### src/rtl/pot_cmd_pkg.sv
package pot_cmd_pkg;

    localparam int BYTE_W = 8;

    // Instruction opcodes (bits 7..4 of the instruction byte)
    localparam logic [3:0] OPC_RD_WIPER   = 4'b1001;
    localparam logic [3:0] OPC_WR_WIPER   = 4'b1010;
    localparam logic [3:0] OPC_RD_DATA    = 4'b1011;
    localparam logic [3:0] OPC_WR_DATA    = 4'b1100;
    localparam logic [3:0] OPC_LOAD_WIPER = 4'b1101;
    localparam logic [3:0] OPC_SAVE_WIPER = 4'b1110;
    localparam logic [3:0] OPC_STEP       = 4'b0010;

    // Codes presented on op_code
    localparam logic [2:0] OUT_WR_WIPER   = 3'd1;
    localparam logic [2:0] OUT_WR_DATA    = 3'd2;
    localparam logic [2:0] OUT_LOAD_WIPER = 3'd3;
    localparam logic [2:0] OUT_SAVE_WIPER = 3'd4;
    localparam logic [2:0] OUT_STEP_UP    = 3'd5;
    localparam logic [2:0] OUT_STEP_DN    = 3'd6;

    typedef enum logic [2:0] {
        CMD_NONE, CMD_RD_WIPER, CMD_WR_WIPER, CMD_RD_DATA,
        CMD_WR_DATA, CMD_LOAD_WIPER, CMD_SAVE_WIPER, CMD_STEP
    } cmd_t;

    typedef enum logic [3:0] {
        ST_IDLE, ST_ADDR, ST_ADDR_ACK, ST_INSTR, ST_INSTR_ACK,
        ST_WDATA, ST_WDATA_ACK, ST_RDATA, ST_RDATA_ACK, ST_STEP
    } state_t;

    function automatic cmd_t decode_op(input logic [3:0] opc);
        case (opc)
            OPC_RD_WIPER:   return CMD_RD_WIPER;
            OPC_WR_WIPER:   return CMD_WR_WIPER;
            OPC_RD_DATA:    return CMD_RD_DATA;
            OPC_WR_DATA:    return CMD_WR_DATA;
            OPC_LOAD_WIPER: return CMD_LOAD_WIPER;
            OPC_SAVE_WIPER: return CMD_SAVE_WIPER;
            OPC_STEP:       return CMD_STEP;
            default:        return CMD_NONE;
        endcase
    endfunction

endpackage

### src/rtl/twi_line_sync.sv
module twi_line_sync #(
    parameter int STAGES = 2
) (
    input  logic clk,
    input  logic rst_n,
    input  logic scl_raw,
    input  logic sda_raw,
    output logic sda_s,
    output logic scl_rise,
    output logic scl_fall,
    output logic start_det,
    output logic stop_det
);
    localparam int LINES = 2;

    logic [LINES-1:0] raw;
    logic [LINES-1:0] sync_v;
    logic [LINES-1:0] prev;

    assign raw = {sda_raw, scl_raw};

    for (genvar l = 0; l < LINES; l++) begin : g_line
        logic [STAGES-1:0] pipe;
        always_ff @(posedge clk or negedge rst_n) begin
            if (!rst_n) pipe <= '1;
            else        pipe <= {pipe[STAGES-2:0], raw[l]};
        end
        assign sync_v[l] = pipe[STAGES-1];
    end

    always_ff @(posedge clk or negedge rst_n) begin
        if (!rst_n) prev <= '1;
        else        prev <= sync_v;
    end

    assign sda_s     = sync_v[1];
    assign scl_rise  = sync_v[0] & ~prev[0];
    assign scl_fall  = ~sync_v[0] & prev[0];
    assign start_det = sync_v[0] & prev[0] & prev[1] & ~sync_v[1];
    assign stop_det  = sync_v[0] & prev[0] & ~prev[1] & sync_v[1];

endmodule

### src/rtl/twi_bit_shift.sv
module twi_bit_shift #(
    parameter int W = 8,
    localparam int CW = $clog2(W + 1)
) (
    input  logic          clk,
    input  logic          rst_n,
    input  logic          clr,
    input  logic          load,
    input  logic [W-1:0]  load_val,
    input  logic          shin,
    input  logic          shout,
    input  logic          din,
    output logic [W-1:0]  q,
    output logic [CW-1:0] cnt
);
    always_ff @(posedge clk or negedge rst_n) begin
        if (!rst_n) begin
            q   <= '0;
            cnt <= '0;
        end else if (clr) begin
            cnt <= '0;
        end else if (load) begin
            q   <= load_val;
            cnt <= '0;
        end else if (shin) begin
            q   <= {q[W-2:0], din};
            cnt <= cnt + 1'b1;
        end else if (shout) begin
            q   <= {q[W-2:0], 1'b0};
            cnt <= cnt + 1'b1;
        end
    end
endmodule

### src/rtl/pot_cmd_if.sv
module pot_cmd_if
    import pot_cmd_pkg::*;
#(
    parameter int         SYNC_STAGES = 2,
    parameter int         DATA_W      = 6,
    parameter logic [3:0] ID_CODE     = 4'b0101
) (
    input  logic              clk,
    input  logic              rst_n,
    input  logic              scl_in,
    input  logic              sda_in,
    input  logic [3:0]        dev_addr,
    input  logic [DATA_W-1:0] rd_data,
    output logic              sda_oe,
    output logic              op_stb,
    output logic [2:0]        op_code,
    output logic [DATA_W-1:0] op_data,
    output logic [1:0]        sel_pot,
    output logic [1:0]        sel_reg,
    output logic              rd_data_sel
);
    localparam int CNT_W = $clog2(BYTE_W + 1);

    logic sda_s, scl_rise, scl_fall, start_det, stop_det;
    logic sh_clr, sh_load, sh_in, sh_out;
    logic [BYTE_W-1:0] q, ldval;
    logic [CNT_W-1:0]  cnt;
    logic cnt_full, cnt_last;

    state_t st, st_n;
    cmd_t   cmd_q, cmd_n, dec;
    logic   oe_n, stb_n, dir_q, dir_n, arm_q, arm_n;
    logic [2:0]        code_n;
    logic [DATA_W-1:0] data_n;
    logic [1:0]        pot_n, reg_n;

    twi_line_sync #(.STAGES(SYNC_STAGES)) u_sync (
        .clk(clk), .rst_n(rst_n), .scl_raw(scl_in), .sda_raw(sda_in),
        .sda_s(sda_s), .scl_rise(scl_rise), .scl_fall(scl_fall),
        .start_det(start_det), .stop_det(stop_det)
    );

    twi_bit_shift #(.W(BYTE_W)) u_shift (
        .clk(clk), .rst_n(rst_n), .clr(sh_clr), .load(sh_load),
        .load_val(ldval), .shin(sh_in), .shout(sh_out), .din(sda_s),
        .q(q), .cnt(cnt)
    );

    assign ldval    = BYTE_W'(rd_data);
    assign cnt_full = (cnt == CNT_W'(BYTE_W));
    assign cnt_last = (cnt == CNT_W'(BYTE_W - 1));
    assign dec      = decode_op(q[7:4]);
    assign rd_data_sel = (cmd_q == CMD_RD_DATA);

    // State and output register
    always_ff @(posedge clk or negedge rst_n) begin
        if (!rst_n) begin
            st      <= ST_IDLE;
            cmd_q   <= CMD_NONE;
            sda_oe  <= 1'b0;
            op_stb  <= 1'b0;
            op_code <= '0;
            op_data <= '0;
            sel_pot <= '0;
            sel_reg <= '0;
            dir_q   <= 1'b0;
            arm_q   <= 1'b0;
        end else begin
            st      <= st_n;
            cmd_q   <= cmd_n;
            sda_oe  <= oe_n;
            op_stb  <= stb_n;
            op_code <= code_n;
            op_data <= data_n;
            sel_pot <= pot_n;
            sel_reg <= reg_n;
            dir_q   <= dir_n;
            arm_q   <= arm_n;
        end
    end

    // Next state and next outputs
    always_comb begin
        st_n = st;   cmd_n = cmd_q; oe_n = sda_oe; stb_n = 1'b0;
        code_n = op_code; data_n = op_data;
        pot_n = sel_pot;  reg_n = sel_reg;
        dir_n = dir_q;    arm_n = arm_q;
        sh_clr = 1'b0; sh_load = 1'b0; sh_in = 1'b0; sh_out = 1'b0;
        if (start_det) begin
            st_n = ST_ADDR; sh_clr = 1'b1; oe_n = 1'b0; arm_n = 1'b0;
        end else if (stop_det) begin
            st_n = ST_IDLE; oe_n = 1'b0; arm_n = 1'b0;
        end else begin
            unique case (st)
                ST_IDLE: ;
                ST_ADDR: begin
                    if (scl_rise && !cnt_full) sh_in = 1'b1;
                    else if (scl_fall && cnt_full) begin
                        if (q == {ID_CODE, dev_addr}) begin
                            oe_n = 1'b1; st_n = ST_ADDR_ACK;
                        end else st_n = ST_IDLE;
                    end
                end
                ST_ADDR_ACK: if (scl_fall) begin
                    oe_n = 1'b0; sh_clr = 1'b1; st_n = ST_INSTR;
                end
                ST_INSTR: begin
                    if (scl_rise && !cnt_full) sh_in = 1'b1;
                    else if (scl_fall && cnt_full) begin
                        if (dec == CMD_NONE) st_n = ST_IDLE;
                        else begin
                            oe_n = 1'b1; st_n = ST_INSTR_ACK; cmd_n = dec;
                            pot_n = q[3:2]; reg_n = q[1:0];
                            if (dec == CMD_LOAD_WIPER || dec == CMD_SAVE_WIPER) begin
                                stb_n  = 1'b1; data_n = '0;
                                code_n = (dec == CMD_LOAD_WIPER) ? OUT_LOAD_WIPER
                                                                 : OUT_SAVE_WIPER;
                            end
                        end
                    end
                end
                ST_INSTR_ACK: if (scl_fall) begin
                    sh_clr = 1'b1;
                    case (cmd_q)
                        CMD_RD_WIPER, CMD_RD_DATA: begin
                            sh_clr = 1'b0; sh_load = 1'b1;
                            oe_n = ~ldval[BYTE_W-1]; st_n = ST_RDATA;
                        end
                        CMD_WR_WIPER, CMD_WR_DATA: begin
                            oe_n = 1'b0; st_n = ST_WDATA;
                        end
                        CMD_STEP: begin
                            oe_n = 1'b0; st_n = ST_STEP; arm_n = 1'b0;
                        end
                        default: begin
                            oe_n = 1'b0; st_n = ST_IDLE;
                        end
                    endcase
                end
                ST_WDATA: begin
                    if (scl_rise && !cnt_full) sh_in = 1'b1;
                    else if (scl_fall && cnt_full) begin
                        oe_n = 1'b1; stb_n = 1'b1; st_n = ST_WDATA_ACK;
                        data_n = q[DATA_W-1:0];
                        code_n = (cmd_q == CMD_WR_WIPER) ? OUT_WR_WIPER : OUT_WR_DATA;
                    end
                end
                ST_WDATA_ACK: if (scl_fall) begin
                    oe_n = 1'b0; st_n = ST_IDLE;
                end
                ST_RDATA: if (scl_fall) begin
                    if (cnt_last) begin
                        oe_n = 1'b0; st_n = ST_RDATA_ACK;
                    end else begin
                        sh_out = 1'b1; oe_n = ~q[BYTE_W-2];
                    end
                end
                ST_RDATA_ACK: if (scl_fall) st_n = ST_IDLE;
                ST_STEP: begin
                    if (scl_rise) begin
                        dir_n = sda_s; arm_n = 1'b1;
                    end else if (scl_fall && arm_q) begin
                        stb_n = 1'b1; arm_n = 1'b0; data_n = '0;
                        code_n = dir_q ? OUT_STEP_UP : OUT_STEP_DN;
                    end
                end
                default: st_n = ST_IDLE;
            endcase
        end
    end


    op_stb_pulse_chk: assert property (@(posedge clk) disable iff (!rst_n)
        op_stb |=> !op_stb);


    stop_to_idle_chk: assert property (@(posedge clk) disable iff (!rst_n)
        stop_det |=> (st == ST_IDLE) && !sda_oe);


    start_restart_chk: assert property (@(posedge clk) disable iff (!rst_n)
        start_det |=> (st == ST_ADDR) && !sda_oe);


    step_only_in_step_chk: assert property (@(posedge clk) disable iff (!rst_n)
        (op_stb && (op_code == OUT_STEP_UP || op_code == OUT_STEP_DN)) |-> (st == ST_STEP));


    oe_rise_legal_chk: assert property (@(posedge clk) disable iff (!rst_n)
        $rose(sda_oe) |-> (st inside {ST_ADDR_ACK, ST_INSTR_ACK, ST_WDATA_ACK, ST_RDATA}));

endmodule

### config.mk
export PLATFORM = sky130hd
export DESIGN_NAME = pot_cmd_if
export DESIGN_NICKNAME = d
export VERILOG_FILES = /design/src/rtl/pot_cmd_pkg.sv /design/src/rtl/twi_line_sync.sv /design/src/rtl/twi_bit_shift.sv /design/src/rtl/pot_cmd_if.sv
export SDC_FILE = /design/constraint.sdc
export NUM_CORES = 1
export LEC_CHECK = 0
export BUFFER_PORTS_ARGS = -buffer_cell sky130_fd_sc_hd__buf_2
export CORE_ASPECT_RATIO = 1.1
export CORE_UTILIZATION = 47
export DETAILED_ROUTE_END_ITERATION = 10
export GPL_ROUTABILITY_DRIVEN = 1
export PLACE_DENSITY = 0.67
export SYNTH_ARGS = -nofsm -noshare
export SYNTH_HDL_FRONTEND = slang
export SYNTH_HIERARCHICAL = 1
export SYNTH_SLANG_ARGS = --single-unit
### constraint.sdc
create_clock -name clk -period 3.1 [get_ports clk]
set_input_delay 0.31 -clock clk [delete_from_list [all_inputs] [get_ports clk]]
set_output_delay 0.31 -clock clk [all_outputs]
set_load 0.005 [all_outputs]
==> impl_metrics.env <==
export IMPL_drive_above_1_share_pct=32.8
export IMPL_rsz0062_at_grt="false"
export IMPL_top_register="u_shift/q"
export IMPL_synth_avg_cell_area_um2=10.6
export IMPL_finalSetupViolCount=0
export IMPL_holdWs_ns=0.107
export IMPL_area_growth_synth_to_final_pct=11.0
export IMPL_post_route_period_util_pct=90.2
export IMPL_gp_congestion=0.919
export IMPL_ir_worst_vdd_v=0.000221
export IMPL_period_needed_ns=2.80
export IMPL_h_tree_depth=2
export IMPL_die_w_um=70.8
export IMPL_grt_usage_pct=20.3
export IMPL_yosysWarnings=6
export IMPL_netlist_instances=230
export IMPL_syn_area_um2=2450
export IMPL_skew_ns=0.0136
export IMPL_cts_buffers_inserted=5
export IMPL_critical_path_class="reg2reg"
export IMPL_post_cts_buffers=0
export IMPL_cts_resized=0
export IMPL_synth_cell_types=53
export IMPL_synth_top_cells_by_area="dfrtp_1 (37%), mux2_4 (9.8%), dfstp_2 (6.4%), mux2_2 (5.1%), nor3_1 (2.9%)"
export IMPL_synth_edf_count=0
export IMPL_hold_viol_final=0
export IMPL_grt_remaining_overflow=0
export IMPL_vias=1824
export IMPL_clock_sinks=42
export IMPL_path_max_fanout=9
export IMPL_setup_ws_ns=0.304
export IMPL_clkTransAtPathRegs_ns=0.08
export IMPL_pin_count=30
export IMPL_drv_slew=0
export IMPL_dieArea_um2=5500
export IMPL_final_area_um2=2720
export IMPL_route_detailed_drc=0
export IMPL_fill_cells=444
export IMPL_ys_async_sr_fraction_pct=100
export IMPL_end_kind="flop"
export IMPL_cap_viol_max_count=0
export IMPL_max_freq_mhz=358
export IMPL_yosysSeqAreaShare_pct=43.3
export IMPL_via_per_inst=5.70
export IMPL_ant_nets=0
export IMPL_synth_seq_cells=42
export IMPL_leakage_nw=1.24
export IMPL_dr_pass1_iters=4
export IMPL_yosys_area_top_type="dfrtp_1"
export IMPL_fin_setup_tns_ns=0
export IMPL_detail_route_iter0_violations=91
export IMPL_top_regs="u_shift/q (8), op_data (6)"
export IMPL_cp_start_kind="flop"
export IMPL_largest_reg_flops=8
export IMPL_clockRootBuffer="clkbuf_8"
export IMPL_power_density_nw_per_um2=398
export IMPL_ys_flop_type="dfrtp_1"
export IMPL_initial_core_util_pct=48.9
export IMPL_synth_top_area_share_pct=36.8
export IMPL_antenna_cells=0
export IMPL_worst_slew_pin_slew_ns=0.931
export IMPL_die_height_um=77.7
export IMPL_wl_per_cell_um=16.4
export IMPL_run_status="completed"
export IMPL_nets=276
export IMPL_dpl_hpwl_mm=3.72
export IMPL_antenna_found_initial=0
export IMPL_grt_pass1_wl_mm=8.67
export IMPL_hold_buffers=0
export IMPL_required_ns=3.29
export IMPL_totalWireLength_mm=5.24
export IMPL_place_area_um2=2630
export IMPL_clockBufferDepth=2
export IMPL_grt_pass1_vias=1715
export IMPL_maxSlewHeadroom_pct=37.9
export IMPL_arrival_ns=2.98
export IMPL_core_um2=5000
export IMPL_grt_max_degree=43
export IMPL_clock_latency_ns=0.30
export IMPL_cts_tree="done"
export IMPL_dp_slack_ns=0.360
export IMPL_io_buffers=29
export IMPL_hold_path_class="in2reg"
export IMPL_rows=27
## logic make-up after synthesis
family,count (synthesis),synth area share (%)
buf+inv,16,4.14
other cells,1,0.153
compound gates,49,13.8
flops,42,43.3
fa+ha+maj,1,0.511
mux,29,15.7
simple gates,83,19.2
xor+xnor,9,3.22
## worst max-delay path, stage by stage (launching register included)
cell and delay [ns]:
dfstp_2 0.57, and4b_1 0.25, nor2_1 0.31, nand2_1 0.23, nor3_2 0.45, buf_4 0.27, mux2_2 0.34, mux2_2 0.26
## cells in the mapped netlist (2+ instances only)
library cell  count
clkbuf_1          3
o211ai_1          4
a211oi_1          2
nand3_1           4
a31o_2            2
a22o_1            6
nor2b_1           5
o21ai_0          11
nor3_2            2
nor3_1           14
mux2_2           11
nor2_1           16
a21oi_1          10
inv_1             5
dfstp_2           6
nor4b_1           2
buf_2             3
dfrtp_1          36
and4b_1           2
mux2i_1           2
xnor2_1           4
xor2_1            5
or3_1             5
a22oi_1           2
nand2b_1          6
nand4b_1          2
mux2_4           16
nand2_1          15
buf_6             5
## per-layer routing
layer	up-vias	GRT usage, %	wire length (µm)
li1	897	-	-
met5	-	0	0
met1	858	26.8	2430
met2	57	31.6	2410
met3	12	5.58	264
met4	0	8.00	136
## layout make-up
type / count / area (µm²) / share of cell area, %
inverter: 5 / 18.8 / 0.691
clock buffer: 5 / 68.8 / 2.53
sequential: 42 / 1060 / 39.0
timing repair buffer: 34 / 183 / 6.72
tap: 58 / 72.6 / 2.67
multi-input combinational: 173 / 1300 / 47.7
clock inverter: 3 / 18.8 / 0.691
## per-stage QoR
| stage | power (W) | instances | utilization [%] |
|---|---|---|---|
| 6_report | 0.00108 | 320 | 54.3 |
| 5_1_grt | 0.00113 | 320 | 54.3 |
| 4_1_cts | 0.00109 | 320 | 54.3 |
| 3_5_place_dp | 0.000729 | 312 | 52.6 |
| 3_3_place_gp | 0.000726 | 312 | 52.6 |
| 2_1_floorplan | 0.000680 | 231 | - |
## cell usage in the layout (no fill, tap or decap), types with 2 or more instances in the layout
cell      instances
a211oi_1          2
a21oi_1          10
a22o_1            6
a22oi_1           2
a31o_2            2
and4b_1           2
buf_2            29
buf_4             5
clkbuf_8          5
clkinv_2          2
conb_1            2
dfrtp_1          36
dfstp_2           6
inv_1             5
mux2_2           11
mux2_4           16
mux2i_1           2
nand2_1          15
nand2b_1          6
nand3_1           4
nand4b_1          2
nor2_1           16
nor2b_1           5
nor3_1           13
nor3_2            3
nor4b_1           2
o211ai_1          4
o21ai_0          11
or3_1             5
xnor2_1           4
xor2_1            5
## worst paths after layout
kind                       depth (start not counted)  slack, ns                        to                      from
min in group asynchronous                          1       0.14                    op_stb                     rst_n
max in group asynchronous                          1       2.38            u_shift/cnt[3]                     rst_n
min                                                1       0.11  u_sync/g_line[0].pipe[0]                    scl_in
max                                                7       0.30              u_shift/q[1]  u_sync/g_line[1].pipe[1]
min reg2reg                                        0       0.36  u_sync/g_line[0].pipe[1]  u_sync/g_line[0].pipe[0]
max reg2reg                                        7       0.30              u_shift/q[1]  u_sync/g_line[1].pipe[1]
## report_power, final
part	total (W)	leakage [nW]	internal [W]	switching, W
combinational	0.000117	0.631	0.0000515	0.0000658
clock	0.000365	0.0483	0.000159	0.000206
sequential	0.000600	0.564	0.000571	0.0000295
total	0.00108	1.24	0.000781	0.000301
Note: power is estimated with default switching activity, not from simulation.
